===== config.mk =====
export PLATFORM = sky130hd
export DESIGN_NAME = coef_dequantiser
export DESIGN_NICKNAME = d
export VERILOG_FILES = /design/src/rtl/dq_pkg.sv /design/src/rtl/dq_index_counter.sv /design/src/rtl/dq_matrix_rom.sv /design/src/rtl/dq_sat_mul.sv /design/src/rtl/coef_dequantiser.sv
export SDC_FILE = /design/constraint.sdc
export NUM_CORES = 1
export LEC_CHECK = 0
export BUFFER_PORTS_ARGS = -buffer_cell sky130_fd_sc_hd__buf_4
export CELL_PAD_IN_SITES_DETAIL_PLACEMENT = 0
export CELL_PAD_IN_SITES_GLOBAL_PLACEMENT = 1
export CORE_MARGIN = 8
export CORE_UTILIZATION = 53
export CTS_CLUSTER_DIAMETER = 80
export DETAILED_ROUTE_END_ITERATION = 10
export GPL_ROUTABILITY_DRIVEN = 0
export PLACE_DENSITY = 0.9
export SLEW_MARGIN = 20
export SYNTH_ARGS = -nofsm -noshare
export SYNTH_HDL_FRONTEND = slang
export SYNTH_HIERARCHICAL = 1
export SYNTH_SLANG_ARGS = --single-unit

===== constraint.sdc =====
create_clock -name clk -period 12.4 [get_ports clk]
set_input_delay 1.86 -clock clk [delete_from_list [all_inputs] [get_ports clk]]
set_output_delay 1.86 -clock clk [all_outputs]
set_load 0.005 [all_outputs]

===== src/rtl/dq_pkg.sv =====
`timescale 1ns/1ps
// Package dq_pkg
// Holds the block geometry and the rule that computes the hardwired
// quantisation matrix. Assumes square blocks of BLK_SIDE x BLK_SIDE.
package dq_pkg;
    localparam int BLK_SIDE = 8;
    localparam int BLK_LEN  = BLK_SIDE * BLK_SIDE;

    // Matrix entry for a raster position: grows toward high frequencies.
    function automatic logic [7:0] qmat_entry(input int pos);
        int row;
        int col;
        row = pos / BLK_SIDE;
        col = pos % BLK_SIDE;
        return 8'(2 + 3 * (row + col) + row);
    endfunction
endpackage


===== src/rtl/dq_index_counter.sv =====
`timescale 1ns/1ps
// Module dq_index_counter
// Tracks the position of the next coefficient inside its block.
// Assumes one accepted coefficient per cycle at most (adv is a pulse per item).
module dq_index_counter #(
    parameter int LEN   = 64,
    localparam int IDX_W = $clog2(LEN)
) (
    input  logic             clk,
    input  logic             rst_n,
    input  logic             adv,
    output logic [IDX_W-1:0] idx
);
    localparam logic [IDX_W-1:0] LAST = IDX_W'(LEN - 1);

    // Advance on each accepted item, wrap after the last position.
    always_ff @(posedge clk) begin
        if (!rst_n)
            idx <= '0;
        else if (adv)
            idx <= (idx == LAST) ? '0 : idx + 1'b1;
    end

    // the last position is followed by position zero
    a_r2_wraps_to_zero: assert property (@(posedge clk) disable iff (!rst_n)
        (adv && idx == LAST) |=> idx == '0);

    // no accepted item, no movement
    a_r8_holds_when_idle: assert property (@(posedge clk) disable iff (!rst_n)
        !adv |=> $stable(idx));
endmodule


===== src/rtl/dq_matrix_rom.sv =====
`timescale 1ns/1ps
// Module dq_matrix_rom
// Fixed quantisation matrix, one entry per block position, read
// combinationally. Entries are computed at elaboration from dq_pkg.
module dq_matrix_rom #(
    parameter int LEN   = 64,
    parameter int QW    = 8,
    localparam int IDX_W = $clog2(LEN)
) (
    input  logic [IDX_W-1:0] idx,
    output logic [QW-1:0]    q
);
    logic [QW-1:0] table_q [LEN];

    // One constant driver per matrix entry.
    for (genvar k = 0; k < LEN; k++) begin : g_entry
        assign table_q[k] = QW'(dq_pkg::qmat_entry(k));
    end

    // Select the entry of the current position.
    always_comb q = table_q[idx];
endmodule


===== src/rtl/dq_sat_mul.sv =====
`timescale 1ns/1ps
// Module dq_sat_mul
// Signed coefficient times unsigned matrix entry, clamped to a signed
// OUT_W-bit range. Purely combinational; the caller registers the result.
module dq_sat_mul #(
    parameter int COEF_W = 12,
    parameter int QW     = 8,
    parameter int OUT_W  = 16
) (
    input  logic signed [COEF_W-1:0] coef,
    input  logic        [QW-1:0]     q,
    output logic signed [OUT_W-1:0]  res
);
    localparam int PW = COEF_W + QW + 1;
    localparam logic signed [PW-1:0] MAXV = {{(PW-OUT_W+1){1'b0}}, {(OUT_W-1){1'b1}}};
    localparam logic signed [PW-1:0] MINV = {{(PW-OUT_W+1){1'b1}}, {(OUT_W-1){1'b0}}};

    logic signed [PW-1:0] full;

    // Exact product at full width, then clamp to the output range.
    always_comb begin
        full = $signed({{(PW-COEF_W){coef[COEF_W-1]}}, coef})
             * $signed({{(PW-QW){1'b0}}, q});
        if (full > MAXV)
            res = MAXV[OUT_W-1:0];
        else if (full < MINV)
            res = MINV[OUT_W-1:0];
        else
            res = full[OUT_W-1:0];
    end

    // clamping never flips the sign of a non-zero product
    always_comb begin
        if (coef != '0 && q != '0)
            a_r6_sign_kept: assert (res[OUT_W-1] == coef[COEF_W-1]);
    end
endmodule


===== src/rtl/coef_dequantiser.sv =====
`timescale 1ns/1ps
// Module coef_dequantiser
// Scales a stream of quantised coefficients by a hardwired matrix.
// Stage 1 captures the coefficient and its matrix entry; stage 2 holds
// the saturated product. The strobe comes from stage 1, so it leads
// the data by one cycle. Assumes coefficients arrive in the same
// order the matrix is indexed.
module coef_dequantiser #(
    parameter int COEF_W = 12,
    parameter int QW     = 8,
    parameter int OUT_W  = 16,
    parameter int LEN    = dq_pkg::BLK_LEN
) (
    input  logic                     clk,
    input  logic                     rst_n,
    input  logic signed [COEF_W-1:0] coef_in,
    input  logic                     coef_in_vld,
    input  logic                     req_from_down,
    output logic                     req_to_up,
    output logic signed [OUT_W-1:0]  prod_out,
    output logic                     prod_early_vld
);
    localparam int IDX_W = $clog2(LEN);

    logic [IDX_W-1:0]         pos;
    logic [QW-1:0]            q_cur;
    logic                     s1_vld;
    logic signed [COEF_W-1:0] s1_coef;
    logic [QW-1:0]            s1_q;
    logic signed [OUT_W-1:0]  prod_next;

    dq_index_counter #(.LEN(LEN)) u_cnt (
        .clk   (clk),
        .rst_n (rst_n),
        .adv   (coef_in_vld),
        .idx   (pos)
    );

    dq_matrix_rom #(.LEN(LEN), .QW(QW)) u_rom (
        .idx (pos),
        .q   (q_cur)
    );

    dq_sat_mul #(.COEF_W(COEF_W), .QW(QW), .OUT_W(OUT_W)) u_mul (
        .coef (s1_coef),
        .q    (s1_q),
        .res  (prod_next)
    );

    // Request from downstream passes straight to upstream.
    assign req_to_up = req_from_down;

    // Stage 1: capture coefficient and its matrix entry.
    always_ff @(posedge clk) begin
        if (!rst_n) begin
            s1_vld  <= 1'b0;
            s1_coef <= '0;
            s1_q    <= '0;
        end else begin
            s1_vld <= coef_in_vld;
            if (coef_in_vld) begin
                s1_coef <= coef_in;
                s1_q    <= q_cur;
            end
        end
    end

    // Stage 2: hold the product; updates only behind a strobe.
    always_ff @(posedge clk) begin
        if (!rst_n)
            prod_out <= '0;
        else if (s1_vld)
            prod_out <= prod_next;
    end

    assign prod_early_vld = s1_vld;

    // a zero coefficient in stage 1 lands as zero
    a_r3_zero_stays_zero: assert property (@(posedge clk) disable iff (!rst_n)
        (s1_vld && s1_coef == '0) |=> prod_out == '0);

    // output unchanged when no strobe preceded
    a_r9_holds_without_strobe: assert property (@(posedge clk) disable iff (!rst_n)
        !prod_early_vld |=> $stable(prod_out));

    // strobe follows an accepted input by one cycle
    a_r4_strobe_follows_input: assert property (@(posedge clk) disable iff (!rst_n)
        coef_in_vld |=> prod_early_vld);

    // reset leaves strobe and output cleared
    a_r7_reset_clears: assert property (@(posedge clk)
        !rst_n |=> (!prod_early_vld && prod_out == '0));
endmodule


==> impl_metrics.prom <==
# TYPE chip_impl_metric gauge
chip_impl_metric{name="required_time_worst_endpoint",unit="ns"} 12.64
chip_impl_metric{name="final-hold-violation-count",unit=""} 0
chip_impl_metric{name="synth_area",unit="um2"} 5850
chip_impl_info{name="critical_path.startpoint",value="s1_q[0]$_SDFFE_PN0P_"} 1
chip_impl_info{name="timing.critical_path.from_type",value="register"} 1
chip_impl_metric{name="via_count_of_the_first_global_routing_pass",unit=""} 4150
chip_impl_metric{name="count_of_yosys_warnings_during_synthesis",unit=""} 6
chip_impl_info{name="dominant_combinational_cell_family_by_area_after_synthesis",value="adder cells"} 1
chip_impl_metric{name="areaGrowthSynthToFinish",unit="%"} 5.86
chip_impl_metric{name="total_congestion_overflow",unit=""} 0
chip_impl_metric{name="synth-seq-cells",unit=""} 43
chip_impl_info{name="slowest_cp_cell",value="fa_1"} 1
chip_impl_metric{name="num-nets-final",unit=""} 802
chip_impl_metric{name="clk_pin_slew_worst_paths",unit="ns"} 0.09
chip_impl_info{name="tritoncts",value="built"} 1
chip_impl_metric{name="core_area",unit="um2"} 10800
chip_impl_metric{name="avg_cell_area_syn",unit="um2"} 9.03
chip_impl_metric{name="nFillCells",unit=""} 950
chip_impl_metric{name="track_usage",unit="%"} 15.7
chip_impl_info{name="library_cell_appearing_most_often_on_the_critical_path",value="fa_1"} 1
chip_impl_metric{name="initialDrtViolationCount",unit=""} 191
chip_impl_metric{name="final.setup.tns",unit="ns"} 0
chip_impl_metric{name="hpwlAfterDp",unit="um"} 9220
chip_impl_metric{name="num_rows",unit=""} 38
chip_impl_metric{name="power.density",unit="nW/um2"} 65.4
chip_impl_metric{name="relSlewSlack",unit="%"} 38.6
chip_impl_metric{name="number_of_buffers_created_by_cts",unit=""} 5
chip_impl_metric{name="worst_ir_drop_vdd",unit="mV"} 0.0638
chip_impl_metric{name="grt_pass1_wl",unit="um"} 19200
chip_impl_metric{name="diodes",unit=""} 0
chip_impl_metric{name="synth_fa_ha_area_share",unit="%"} 36.5
chip_impl_metric{name="clock_insertion_delay_worst_skew",unit="ns"} 0.30
chip_impl_metric{name="floorplan.die.height",unit="um"} 121
chip_impl_metric{name="clock_sinks",unit=""} 43
chip_impl_info{name="crit_path_cell_trace",value="nand2_1 -> fa_1 -> fa_1 -> inv_1 -> fa_1 -> inv_1 -> fa_1 -> inv_1 -> ha_1 -> a21oi_1 -> o21bai_1 -> a21oi_2 -> mux2_2 -> a311oi_4 -> a2111o_1 -> nand2_2 -> a21oi_1 -> mux2i_1 -> nor2b_1"} 1
chip_impl_metric{name="antenna_violating_nets_left",unit=""} 0
chip_impl_metric{name="worst_clock_skew",unit="ns"} 0.00961
chip_impl_info{name="worst_hold_startpoint",value="prod_out[4]$_SDFFE_PN0P_"} 1
chip_impl_metric{name="p_total",unit="mW"} 0.405
chip_impl_metric{name="drc_errors",unit=""} 0
chip_impl_metric{name="routed_wire_length_per_instance",unit="um"} 13.7
chip_impl_metric{name="critical_path_peak_fanout",unit=""} 13
chip_impl_metric{name="finalWorstSetupSlack",unit="ns"} 6.58
chip_impl_metric{name="io_buffers",unit=""} 31
chip_impl_info{name="outcome",value="finished clean"} 1
chip_impl_metric{name="grt_antenna_before_repair",unit=""} 0
chip_impl_metric{name="floorplan.die.width",unit="um"} 121
chip_impl_metric{name="drive_above_1_share",unit="%"} 10.1
chip_impl_info{name="end_kind",value="register"} 1
chip_impl_metric{name="fin_crit_sh",unit="%"} 46.9
chip_impl_info{name="timing_worst_setup_path_type",value="register to register"} 1
chip_impl_metric{name="ys_seq_area_share",unit="%"} 14.7
chip_impl_metric{name="critical-path-max-stage-delay",unit="ns"} 0.64
chip_impl_metric{name="finalCriticalPeriod",unit="ns"} 5.82
chip_impl_info{name="final_cell_mix",value="inv_1, fa_1, nand2_1"} 1
chip_impl_metric{name="ctsLongestPathBuffers",unit=""} 2
chip_impl_metric{name="postCtsHoldBufs",unit=""} 0
chip_impl_info{name="synth_ff_type",value="dfxtp_1"} 1
chip_impl_metric{name="synth_cells",unit=""} 648
chip_impl_metric{name="tightestPinTransition",unit="ns"} 0.919
chip_impl_metric{name="synth-compound-area-share",unit="%"} 8.72
chip_impl_metric{name="slew_violations",unit=""} 0
chip_impl_metric{name="place.detailed.instances",unit=""} 795
chip_impl_metric{name="finish.cell_count_without_fillers",unit=""} 803
chip_impl_metric{name="ys_async_sr_fraction",unit="%"} 0
chip_impl_metric{name="post_cts_resize_count",unit=""} 0
chip_impl_metric{name="fmax",unit="MHz"} 172
chip_impl_metric{name="leakage",unit="nW"} 3.11
chip_impl_metric{name="setup_violations",unit=""} 0
chip_impl_metric{name="route.vias.total",unit=""} 4116
chip_impl_metric{name="synth.area.mux_share",unit="%"} 6.86
chip_impl_metric{name="worstPathArrival",unit="ns"} 6.05
chip_impl_info{name="cts_root_buffer",value="clkbuf_8"} 1
chip_impl_metric{name="grt_max_degree",unit=""} 42
chip_impl_metric{name="io_pins",unit=""} 34
chip_impl_metric{name="multi_input_area",unit="um2"} 4330
chip_impl_metric{name="max-cap-violations",unit=""} 0
chip_impl_metric{name="yosys.area_share.simple",unit="%"} 18.0
chip_impl_metric{name="cts_post_setup_buffers_inserted",unit=""} 0
chip_impl_metric{name="initial_core_util",unit="%"} 54.2
chip_impl_metric{name="synth_edf_count",unit=""} 0
chip_impl_info{name="regToRegStartpoint",value="s1_q[0]$_SDFFE_PN0P_"} 1
chip_impl_metric{name="detailedRoute.firstPassIterationCount",unit=""} 4
chip_impl_metric{name="die-area",unit="um2"} 14700
chip_impl_metric{name="post_synth_xor_xnor_area",unit="%"} 3.87
chip_impl_metric{name="worst_case_setup_slack_after_placement",unit="ns"} 6.54
chip_impl_metric{name="route.detailed.vias_per_inst",unit=""} 5.13
chip_impl_metric{name="sequential_cell_area",unit="um2"} 861
chip_impl_info{name="worst_hold_path_type",value="register to register"} 1
chip_impl_info{name="layout.cells.most_common",value="inv_1"} 1
chip_impl_metric{name="drt_wl_total",unit="um"} 11000
chip_impl_info{name="rsz0062_at_grt",value="no"} 1
chip_impl_metric{name="h-tree-depth",unit=""} 2
chip_impl_metric{name="netlist-cell-type-count",unit=""} 57
through the flow:
stage          instance area, um2  util (%)  hold slack, ns
2_1_floorplan                5860         -           0.492
3_3_place_gp                 6080      56.4           0.496
3_5_place_dp                 6080      56.4           0.509
4_1_cts                      6200      57.4           0.527
5_1_grt                      6200      57.4           0.549
6_report                     6200      57.4           0.525
area by class of cell:
class | count | share of cell area, %
inverters | 128 | 7.75
well taps | 140 | 2.83
clock buffers | 5 | 1.11
multi-input cells | 453 | 70.0
clock inverters | 3 | 0.707
flip-flops and latches | 43 | 13.9
repair buffers | 31 | 3.76
flip-flops by register name (all words and copies together), names as in the netlist:
| register | flops |
|---|---|
| prod_early_vld | 1 |
| prod_out | 16 |
| s1_coef | 12 |
| s1_q | 8 |
| u_cnt/idx | 6 |
metal layers:
metal  vias up  part of all wire, %  wire length, um  track usage [%]
li1       2022                    -                -                -
met1      2030                   47             5210             20.4
met2        58                   48             5250             26.5
met3         6                  4.1              450             3.02
met4         0                 0.53               58             2.81
met5         -                    0                0                0
cell usage after synthesis (2+ instances only):
master,number,area share (%)
a211oi_2,2,0.43
nor2b_1,36,3.8
nand4_1,3,0.32
a21oi_2,3,0.45
nor3_1,3,0.26
buf_2,3,0.26
clkbuf_1,10,0.64
dfxtp_1,43,15
xor2_1,7,1.0
a21o_1,7,0.90
buf_4,5,0.64
mux2i_1,39,6.7
nand2b_1,3,0.32
o21ai_2,9,1.3
o21a_1,4,0.51
a31oi_1,2,0.21
fa_1,78,27
and2_1,49,5.2
nor2_1,15,0.96
nand3_1,4,0.34
and3_1,4,0.43
inv_1,128,8.2
a21oi_1,16,1.4
xnor2_1,17,2.5
and2b_1,3,0.38
nand2_1,66,4.2
ha_1,46,9.8
o22ai_1,2,0.21
o21ai_0,9,0.77
buf_6,5,0.96
critical path, delay by kind of cell, from the launching register on:
family | cells | cell delay [ns]
DFF | 1 | 0.61
muxes | 2 | 0.47
buffers and inverters | 3 | 0.14
AOI/OAI and AO/OA | 6 | 1.38
adders and majority gates | 5 | 2.57
and+or+nand+nor | 3 | 0.58
where the power goes:
group	total, mW	switching, mW	internal (mW)
Sequential	0.166	0.0169	0.149
Clock	0.110	0.0499	0.0600
Combinational	0.130	0.0699	0.0600
worst paths after layout:
path | to | slack (ns) | depth (start not counted)
setup / recovery | prod_out[0]$_SDFFE_PN0P_ | 6.58 | 19
hold / removal | prod_out[4]$_SDFFE_PN0P_ | 0.53 | 2
setup reg to reg | prod_out[0]$_SDFFE_PN0P_ | 6.58 | 19
hold reg to reg | prod_out[4]$_SDFFE_PN0P_ | 0.53 | 2
cells by family (layout without fill, tap and decap cells):
| logic type | Yosys count | after routing |
|---|---|---|
| AND/OR/NAND/NOR | 196 | 196 |
| buffers and inverters | 153 | 167 |
| adder cells (fa/ha/maj) | 124 | 124 |
| AO/OA/AOI/OAI | 66 | 66 |
| flip-flops | 43 | 43 |
| multiplexers | 40 | 40 |
| XOR/XNOR | 25 | 25 |
| other | 1 | 2 |
Note: power is estimated with default switching activity, not from simulation.
